$ cat config.mk
export PLATFORM = sky130hd
export DESIGN_NAME = lcdpu_top
export DESIGN_NICKNAME = d
export VERILOG_FILES = /design/src/rtl/lcdpu_pkg.sv /design/src/rtl/lcdpu_fifo.sv /design/src/rtl/lcdpu_unpack.sv /design/src/rtl/lcdpu_color.sv /design/src/rtl/lcdpu_top.sv
export SDC_FILE = /design/constraint.sdc
export NUM_CORES = 1
export LEC_CHECK = 0
export CAP_MARGIN = 20
export CORE_MARGIN = 8
export CORE_UTILIZATION = 25
export DETAILED_ROUTE_END_ITERATION = 10
export PLACE_DENSITY = 0.39
export RECOVER_POWER = 25
export REMOVE_ABC_BUFFERS = 1
export SYNTH_ARGS = -nofsm -noshare
export SYNTH_HDL_FRONTEND = slang
export SYNTH_HIERARCHICAL = 1
export SYNTH_SLANG_ARGS = --single-unit
$ cat constraint.sdc
create_clock -name clk -period 7.1 [get_ports clk]
set_clock_uncertainty 0.15 [all_clocks]
set_input_delay 1.065 -clock clk [delete_from_list [all_inputs] [get_ports clk]]
set_output_delay 1.065 -clock clk [all_outputs]
set_load 0.03 [all_outputs]
$ cat src/rtl/lcdpu_pkg.sv
package lcdpu_pkg;

   typedef enum logic [2:0] {
      FMT_B1  = 3'd0,
      FMT_B2  = 3'd1,
      FMT_B4  = 3'd2,
      FMT_B8  = 3'd3,
      FMT_B16 = 3'd4
   } fmt_e;

   typedef struct packed {
      fmt_e fmt;
      logic byte_be;
      logic pix_msb;
   } ucfg_t;

   function automatic fmt_e fmt_clamp(input logic [2:0] code);
      return (code > 3'd4) ? FMT_B16 : fmt_e'(code);
   endfunction

endpackage

$ cat src/rtl/lcdpu_fifo.sv
module lcdpu_fifo #(
   parameter int W     = 32,
   parameter int DEPTH = 16,
   localparam int AW   = $clog2(DEPTH),
   localparam int LW   = $clog2(DEPTH + 1)
) (
   input  logic          clk,
   input  logic          rst_n,
   input  logic          push,
   input  logic [W-1:0]  din,
   input  logic          pop,
   output logic [W-1:0]  dout,
   output logic          empty,
   output logic          full,
   output logic [LW-1:0] level
);

   logic [W-1:0]  mem [DEPTH];
   logic [AW-1:0] rd_p, wr_p;
   logic          do_push, do_pop;

   assign full    = (level == LW'(DEPTH));
   assign empty   = (level == '0);
   assign do_push = push && !full;
   assign do_pop  = pop && !empty;
   assign dout    = mem[rd_p];

   always_ff @(posedge clk or negedge rst_n) begin
      if (!rst_n) begin
         rd_p  <= '0;
         wr_p  <= '0;
         level <= '0;
      end else begin
         if (do_push) wr_p <= wr_p + 1'b1;
         if (do_pop)  rd_p <= rd_p + 1'b1;
         case ({do_push, do_pop})
            2'b10:   level <= level + 1'b1;
            2'b01:   level <= level - 1'b1;
            default: level <= level;
         endcase
      end
   end

   always_ff @(posedge clk) begin
      if (do_push) mem[wr_p] <= din;
   end

endmodule

$ cat src/rtl/lcdpu_unpack.sv
module lcdpu_unpack
   import lcdpu_pkg::*;
#(
   parameter int W   = 32,
   localparam int NB = W / 8,
   localparam int IW = $clog2(W)
) (
   input  logic         clk,
   input  logic         rst_n,
   input  logic [W-1:0] word,
   input  logic         word_ok,
   input  ucfg_t        cfg,
   input  logic         ready,
   output logic         valid,
   output logic [15:0]  raw,
   output logic         is16,
   output logic         pop
);

   logic [W-1:0]  strm;
   logic [W-1:0]  fld;
   logic [2:0]    lg;
   logic [IW-1:0] idx, off, offm, last_idx;
   logic [2:0]    top_pos;
   logic [16:0]   mask;
   logic          last;

   // consumed byte order
   for (genvar i = 0; i < NB; i++) begin : g_bytes
      assign strm[8*i +: 8] = cfg.byte_be ? word[8*(NB-1-i) +: 8] : word[8*i +: 8];
   end

   assign lg       = cfg.fmt;
   assign is16     = (cfg.fmt == FMT_B16);
   assign off      = idx << lg;
   assign top_pos  = 3'(4'd8 - (4'd1 << lg));
   assign last_idx = IW'((W >> lg) - 1);
   assign last     = (idx == last_idx);
   assign mask     = (17'd1 << (5'd1 << lg)) - 17'd1;

   always_comb begin
      offm = off;
      if (cfg.pix_msb && (lg < 3'd3))
         offm = {off[IW-1:3], 3'(top_pos - off[2:0])};
   end

   assign fld   = strm >> offm;
   assign raw   = fld[15:0] & mask[15:0];
   assign valid = word_ok;
   assign pop   = valid && ready && last;

   always_ff @(posedge clk or negedge rst_n) begin
      if (!rst_n)               idx <= '0;
      else if (valid && ready)  idx <= last ? '0 : idx + 1'b1;
   end

endmodule

$ cat src/rtl/lcdpu_color.sv
module lcdpu_color #(
   parameter bit REPLICATE = 1'b1
) (
   input  logic [15:0] raw,
   input  logic        is16,
   input  logic        swap,
   input  logic        pwr,
   output logic [23:0] pix
);

   logic [7:0] r8, g8, b8;

   if (REPLICATE) begin : g_repl
      assign r8 = {raw[15:11], raw[15:13]};
      assign g8 = {raw[10:5],  raw[10:9]};
      assign b8 = {raw[4:0],   raw[4:2]};
   end else begin : g_zero
      assign r8 = {raw[15:11], 3'd0};
      assign g8 = {raw[10:5],  2'd0};
      assign b8 = {raw[4:0],   3'd0};
   end

   always_comb begin
      if (!pwr)       pix = '0;
      else if (is16)  pix = swap ? {b8, g8, r8} : {r8, g8, b8};
      else            pix = {8'd0, raw};
   end

endmodule

$ cat src/rtl/lcdpu_top.sv
module lcdpu_top
   import lcdpu_pkg::*;
#(
   parameter int DEPTH     = 16,
   parameter int WM_LO     = 4,
   parameter int WM_HI     = 8,
   parameter bit REPLICATE = 1'b1,
   localparam int W        = 32,
   localparam int LW       = $clog2(DEPTH + 1)
) (
   input  logic          clk,
   input  logic          rst_n,
   input  logic          wr_valid,
   input  logic [W-1:0]  wr_data,
   output logic          dma_req,
   input  logic          wm_sel,
   input  logic [2:0]    pix_fmt,
   input  logic          byte_be,
   input  logic          pix_msb,
   input  logic          rb_swap,
   input  logic          pwr_en,
   output logic          pix_valid,
   input  logic          pix_ready,
   output logic [23:0]   pix_data
);

   if ((DEPTH & (DEPTH - 1)) != 0 || DEPTH < 2) begin : g_bad_depth
      $error("lcdpu_top: DEPTH must be a power of two");
   end
   if (WM_LO > WM_HI || WM_HI > DEPTH) begin : g_bad_wm
      $error("lcdpu_top: watermarks out of range");
   end

   logic [W-1:0]  head;
   logic          f_empty, f_full, f_pop;
   logic [LW-1:0] f_level;
   logic [LW-1:0] f_free;
   ucfg_t         cfg_q;
   logic [15:0]   raw;
   logic          is16;

   always_ff @(posedge clk or negedge rst_n) begin
      if (!rst_n)
         cfg_q <= '{fmt: FMT_B1, byte_be: 1'b0, pix_msb: 1'b0};
      else if (f_empty)
         cfg_q <= '{fmt: fmt_clamp(pix_fmt), byte_be: byte_be, pix_msb: pix_msb};
   end

   lcdpu_fifo #(.W(W), .DEPTH(DEPTH)) u_fifo (
      .clk(clk), .rst_n(rst_n),
      .push(wr_valid), .din(wr_data),
      .pop(f_pop), .dout(head),
      .empty(f_empty), .full(f_full), .level(f_level)
   );

   assign f_free  = LW'(DEPTH) - f_level;
   assign dma_req = wm_sel ? (f_free >= LW'(WM_HI)) : (f_free >= LW'(WM_LO));

   lcdpu_unpack #(.W(W)) u_unp (
      .clk(clk), .rst_n(rst_n),
      .word(head), .word_ok(!f_empty), .cfg(cfg_q),
      .ready(pix_ready), .valid(pix_valid),
      .raw(raw), .is16(is16), .pop(f_pop)
   );

   lcdpu_color #(.REPLICATE(REPLICATE)) u_col (
      .raw(raw), .is16(is16), .swap(rb_swap), .pwr(pwr_en), .pix(pix_data)
   );

endmodule

==> results.cfg, run 1 <==
[layout]
final_cell_mix = edfxtp_1, mux2i_1, nand2_1
syn_to_final_growth_pct = 17.0
final_net_count = 1582
drive_gt1_frac = 0.162
final_area_sq_um = 27900
layout_commonest_cell = edfxtp_1

[power_and_ir_drop]
p_sw_mw = 4.41
p_seq_frac = 0.341
share_comb_of_total_power = 0.407
ir_drop_uv = 326
swShare = 0.372
p_leak_nw = 8.90
internal_power_mw = 7.44
power.density_nw_per_um2 = 424
p_clk_frac = 0.252

[hold_path]
hp-class = register to register

[die]
row_count = 113
num_io_pins = 70
start_util = 0.252
die_w_um = 325
die_h_um = 325
die-area_sq_um = 106000
fp.coreArea_sq_um = 94700

[clock_tree]
insertion_delay_ns = 0.61
cts-htree-levels = 2
cts_tree = built
clock-sinks = 535
cts-root-buf = clkbuf_16
clk_path_buf_depth = 3
postCtsHoldBufs = 0
path_clk_slew_ns = 0.06
cts_buffers = 60

[timing]
maxSlewHeadroom = -0.0951
finalHoldViolations = 0
period_share = 0.942
period_needed_ns = 6.69
setup_viol = 0
max_freq_mhz = 149
fin_ws_ns = 0.411
rsz0062_at_grt = false
worst_slew_pin_slew_ns = 1.64
drv_slew = 24

[grt]
grtUsageTotal = 0.128
antenna_found_initial = 11
grt_pass1_wl_um = 101000
grt_max_degree = 79
grt.overflow.total = 0
grt_pass1_vias = 13800

[setup_path]
crit_arrival_ns = 5.47
crit_path_end_kind = output port
worstPathRequired_ns = 5.88
cp-start-kind = register
worstSetupPathType = register to output port
r2r-start = cfg_q[2]
critPathMaxFanout = 26
worstRegToRegCells = 18
r2r-end = u_fifo/level[4]
reg2reg_slack_ns = 1.92
crit_start = cfg_q[4]
cp-endpoint = pix_data[5]

[detailed_routing]
wirelength_um = 69600
vias_per_cell = 4.77
dr.pass1.iters = 8
drtIter0Drc = 916
avgRoutedWirePerCell_um = 24.5
ant_nets = 0
num_vias = 13500
drcViolationCount = 0

[placement]
gp_congestion = 0.837
port_buffers = 69
placed_cell_area_sq_um = 26000
hpwlAfterDp_um = 39600
place_ws_ns = 0.981

[synth]
syn_area_sq_um = 23800
synth.avg_cell_area_sq_um = 16.5
syn_inst = 1446
ys_warn_count = 6

[run_status]
status = complete, but fails checks
violations = max-capacitance violations, max-slew violations

[job]
cap_viol_max_count = 1
-- how the worst min path moves through the flow --
stage / cells past startpoint / endpoint / slack [ns] / start
2_1_floorplan: 1 / u_unp/idx[4] / 0.34 / u_unp/idx[4]
3_3_place_gp: 1 / u_unp/idx[4] / 0.40 / u_unp/idx[4]
3_5_place_dp: 1 / u_unp/idx[4] / 0.40 / u_unp/idx[4]
4_1_cts: 1 / u_unp/idx[4] / 0.41 / u_unp/idx[4]
5_1_grt: 1 / u_unp/idx[4] / 0.45 / u_unp/idx[4]
6_report: 1 / u_fifo/level[4] / 0.41 / u_fifo/level[4]
-- state kept, by name (all words and copies together), names as in the netlist --
register / flops
u_unp/idx: 5
u_fifo/level: 5
u_fifo/mem: 512
cfg_q: 5
u_fifo/wr_p: 4
u_fifo/rd_p: 4
-- power by group through the flow --
stage,registers (mW),clock network [mW],logic [mW]
CTS,4.05,3.09,4.84
floorplan,4.26,0,3.24
global route,4.08,3.21,5.22
detailed placement,4.11,0,4.83
finish,4.04,2.99,4.82
global placement,4.10,0,4.88
-- critical path, stage by stage (launching register included) --
cell             delay (ns)
dfrtp_1                0.54
nor3_1                 0.44
nand2_1                0.11
ha_1                   0.32
a32oi_2                0.21
nor2_4                 0.69
mux4_2                 0.40
nor2_1                 0.05
nor4_1                 0.55
o21ai_0                0.17
a32oi_1                0.37
o21ai_0                0.13
a21oi_1                0.15
clkdlybuf4s50_1        0.70
-- per-stage QoR --
step	hold slack (ns)	power, mW	TNS [ns]	util	cells
finish	0.414	11.8	0	0.295	2838
global route	0.451	12.5	0	0.295	2836
CTS	0.414	12.0	0	0.294	2835
detailed placement	0.400	8.94	0	0.275	2724
global placement	0.404	8.98	0	0.275	2724
floorplan	0.345	7.50	-86.09	-	1346
-- layer usage --
metal | part of all wire | GRT usage
met5 | 0.00039 | 0
met3 | 0.050 | 0.0223
met1 | 0.46 | 0.177
met4 | 0.023 | 0.0326
met2 | 0.47 | 0.208
-- repair_timing --
action,in CTS,in global routing
setup endpoints to repair,0,4
setup buffers,0,0
resized for setup,0,1
endpoints found under the hold margin,0,0
-- area by class of cell --
cell class | count | area [sq um]
fillers | 9508 | 66800
flip-flops and latches | 535 | 16000
multi-input cells | 795 | 7350
clock buffers | 85 | 1640
well taps | 1265 | 1580
repair buffers | 113 | 1070
clock inverters | 26 | 234
inverters | 16 | 60.1
diodes | 3 | 7.51
Power figures use the tool's default switching activity.
==> run 2, diff against run 1 <==
--- a/config.mk
+++ b/config.mk
@@ -9,9 +9,11 @@
 export CORE_MARGIN = 8
 export CORE_UTILIZATION = 25
 export DETAILED_ROUTE_END_ITERATION = 10
-export PLACE_DENSITY = 0.39
+export DONT_BUFFER_PORTS = 1
+export PLACE_DENSITY = 0.38
 export RECOVER_POWER = 25
 export REMOVE_ABC_BUFFERS = 1
+export SKIP_CTS_REPAIR_TIMING = 1
 export SYNTH_ARGS = -nofsm -noshare
 export SYNTH_HDL_FRONTEND = slang
 export SYNTH_HIERARCHICAL = 1
==> run 2 against run 1 <==
Net effect: fmax grew 1.9%; power shrank 0.77%; routed wire length shrank 1.4%; clock-buffer cell count shrank 11; sequential share of layout area grew 0.84 points; the flow now finishes without violations; worst setup slack gained 0.13 ns; utilization shrank 0.43 points; clock power grew 2%; global-route usage shrank 0.19 points; highest routed layer is now met4; combinational power shrank 4%; register-to-register slack gained 0.18 ns; critical endpoint is now pix_data[12]; first-iteration DRC count shrank 4.1%.
==> results.cfg, run 2 (synthesized netlist as in run 1, its figures left out) <==
[placement]
port_buffers = 0
gp_congestion = 0.790
place_ws_ns = 1.21
placed_cell_area_sq_um = 25500
hpwlAfterDp_um = 39300

[grt]
grt_max_degree = 67
grt_pass1_vias = 13500
grtUsageTotal = 0.126
grt.overflow.total = 0
grt_pass1_wl_um = 99600
antenna_found_initial = 0

[setup_path]
crit_arrival_ns = 5.35
critPathMaxFanout = 15
worstSetupPathType = register to output port
crit_path_end_kind = output port
crit_start = u_unp/idx[0]
worstPathRequired_ns = 5.88
r2r-start = cfg_q[3]
cp-start-kind = register
reg2reg_slack_ns = 2.10

[layout]
syn_to_final_growth_pct = 15.3
layout_commonest_cell = edfxtp_1
final_net_count = 1536
nFillCells = 9466
largest_reg_flops = 512
final_area_sq_um = 27500
diodes = 0
regMostFlops = u_fifo/mem
final_cell_mix = edfxtp_1, mux2i_1, nand2_1
drive_gt1_frac = 0.189

[detailed_routing]
avgRoutedWirePerCell_um = 24.6
drtIter0Drc = 878
vias_per_cell = 4.74
num_vias = 13200
drcViolationCount = 0
wirelength_um = 68700
ant_nets = 0
dr.pass1.iters = 7

[die]
die_w_um = 325
row_count = 113
num_io_pins = 70
die-area_sq_um = 106000
die_h_um = 325
start_util = 0.252
fp.coreArea_sq_um = 94700

[hold_path]
hp-class = input port to register
min_from = wr_data[5]

[timing]
worst_slew_pin_slew_ns = 1.43
max_freq_mhz = 152
fin_ws_ns = 0.536
period_share = 0.925
drv_slew = 0
period_needed_ns = 6.56
finalHoldViolations = 0
maxSlewHeadroom = 0.0448
setup_viol = 0
rsz0062_at_grt = false
holdWs_ns = 0.386

[power_and_ir_drop]
p_leak_nw = 8.81
power_mw = 11.8
ir_drop_uv = 199
power.density_nw_per_um2 = 427

[job]
cap_viol_max_count = 0

[clock_tree]
clk_path_buf_depth = 3
cts-htree-levels = 2
clock-sinks = 535
cts_buffers = 61
cts_tree = built
insertion_delay_ns = 0.61
cts-root-buf = clkbuf_16
path_clk_slew_ns = 0.06

[run_status]
status = completed
## run 2: cell count changes in the layout (fill, tap and decap cells not counted), moves of 3 or more
| cell | previous run | this run |
|---|---|---|
| buf_4 | 39 | 56 |
| buf_12 | 4 | 9 |
| clkdlybuf4s50_1 | 50 | 0 |
| diode_2 | 3 | 0 |
| clkbuf_1 | 24 | 14 |
| clkinv_2 | 5 | 15 |
| dlygate4sd3_1 | 19 | 0 |
## run 2: cell type report
cell class | count | area (sq um) | area share
clock buffer | 74 | 1580 | 0.0573
clock inverter | 42 | 372 | 0.0135
inverter | 16 | 60.1 | 0.00218
multi-input combinational | 795 | 7340 | 0.267
sequential | 535 | 16000 | 0.580
tap | 1265 | 1580 | 0.0576
timing repair buffer | 66 | 604 | 0.0220
## run 2: report_power, final
group / switching, mW / total (mW) / leakage, nW / internal, mW
sequential: 0.256 / 4.08 / 4.91 / 3.82
clock: 1.25 / 3.04 / 0.954 / 1.79
combinational: 2.81 / 4.63 / 2.95 / 1.82
## run 2: critical path: stages (launching register included)
cell,delay (ns)
dfrtp_1,0.50
mux2i_1,0.61
nor3_1,0.10
ha_1,0.32
inv_1,0.04
ha_1,0.18
xnor2_1,0.18
mux2i_1,0.23
xnor2_1,0.11
nor2_1,0.66
buf_4,0.33
nand2_1,0.07
and3_1,0.17
o31a_1,0.24
nor3_1,0.34
mux2i_1,0.15
nor2b_1,0.49
## run 2: path summary, 6_finish.rpt
check,endpoint,cells past startpoint
max in group asynchronous,u_fifo/rd_p[0],1
hold reg to reg,u_unp/idx[4],1
hold / removal,u_fifo/mem[1][5],0
setup reg to reg,u_fifo/level[4],17
setup / recovery,pix_data[12],16
min in group asynchronous,u_fifo/level[3],1
## run 2: layer usage
metal,part of all wire,GRT usage,vias to the layer above
met5,0,0,-
met4,0.015,0.0239,0
met3,0.047,0.0231,73
met2,0.48,0.211,288
li1,-,-,5925
met1,0.46,0.172,6942
## run 2: per-stage QoR
stage / util / TNS (ns) / cells
3_5_place_dp: 0.270 / 0 / 2676
3_3_place_gp: 0.269 / 0 / 2675
4_1_cts: 0.290 / 0 / 2792
6_report: 0.290 / 0 / 2793
5_1_grt: 0.290 / 0 / 2793
2_1_floorplan: - / -86.09 / 1346
==> run 3, diff against run 2 <==
--- a/config.mk
+++ b/config.mk
@@ -9,11 +9,11 @@
 export CORE_MARGIN = 8
 export CORE_UTILIZATION = 25
 export DETAILED_ROUTE_END_ITERATION = 10
-export DONT_BUFFER_PORTS = 1
-export PLACE_DENSITY = 0.38
+export PLACE_DENSITY = 0.39
 export RECOVER_POWER = 25
 export REMOVE_ABC_BUFFERS = 1
 export SKIP_CTS_REPAIR_TIMING = 1
+export SLEW_MARGIN = 10
 export SYNTH_ARGS = -nofsm -noshare
 export SYNTH_HDL_FRONTEND = slang
 export SYNTH_HIERARCHICAL = 1
==> results of run 3 <==
No change in the layout: final DEF, timing and power equal those of run 1.
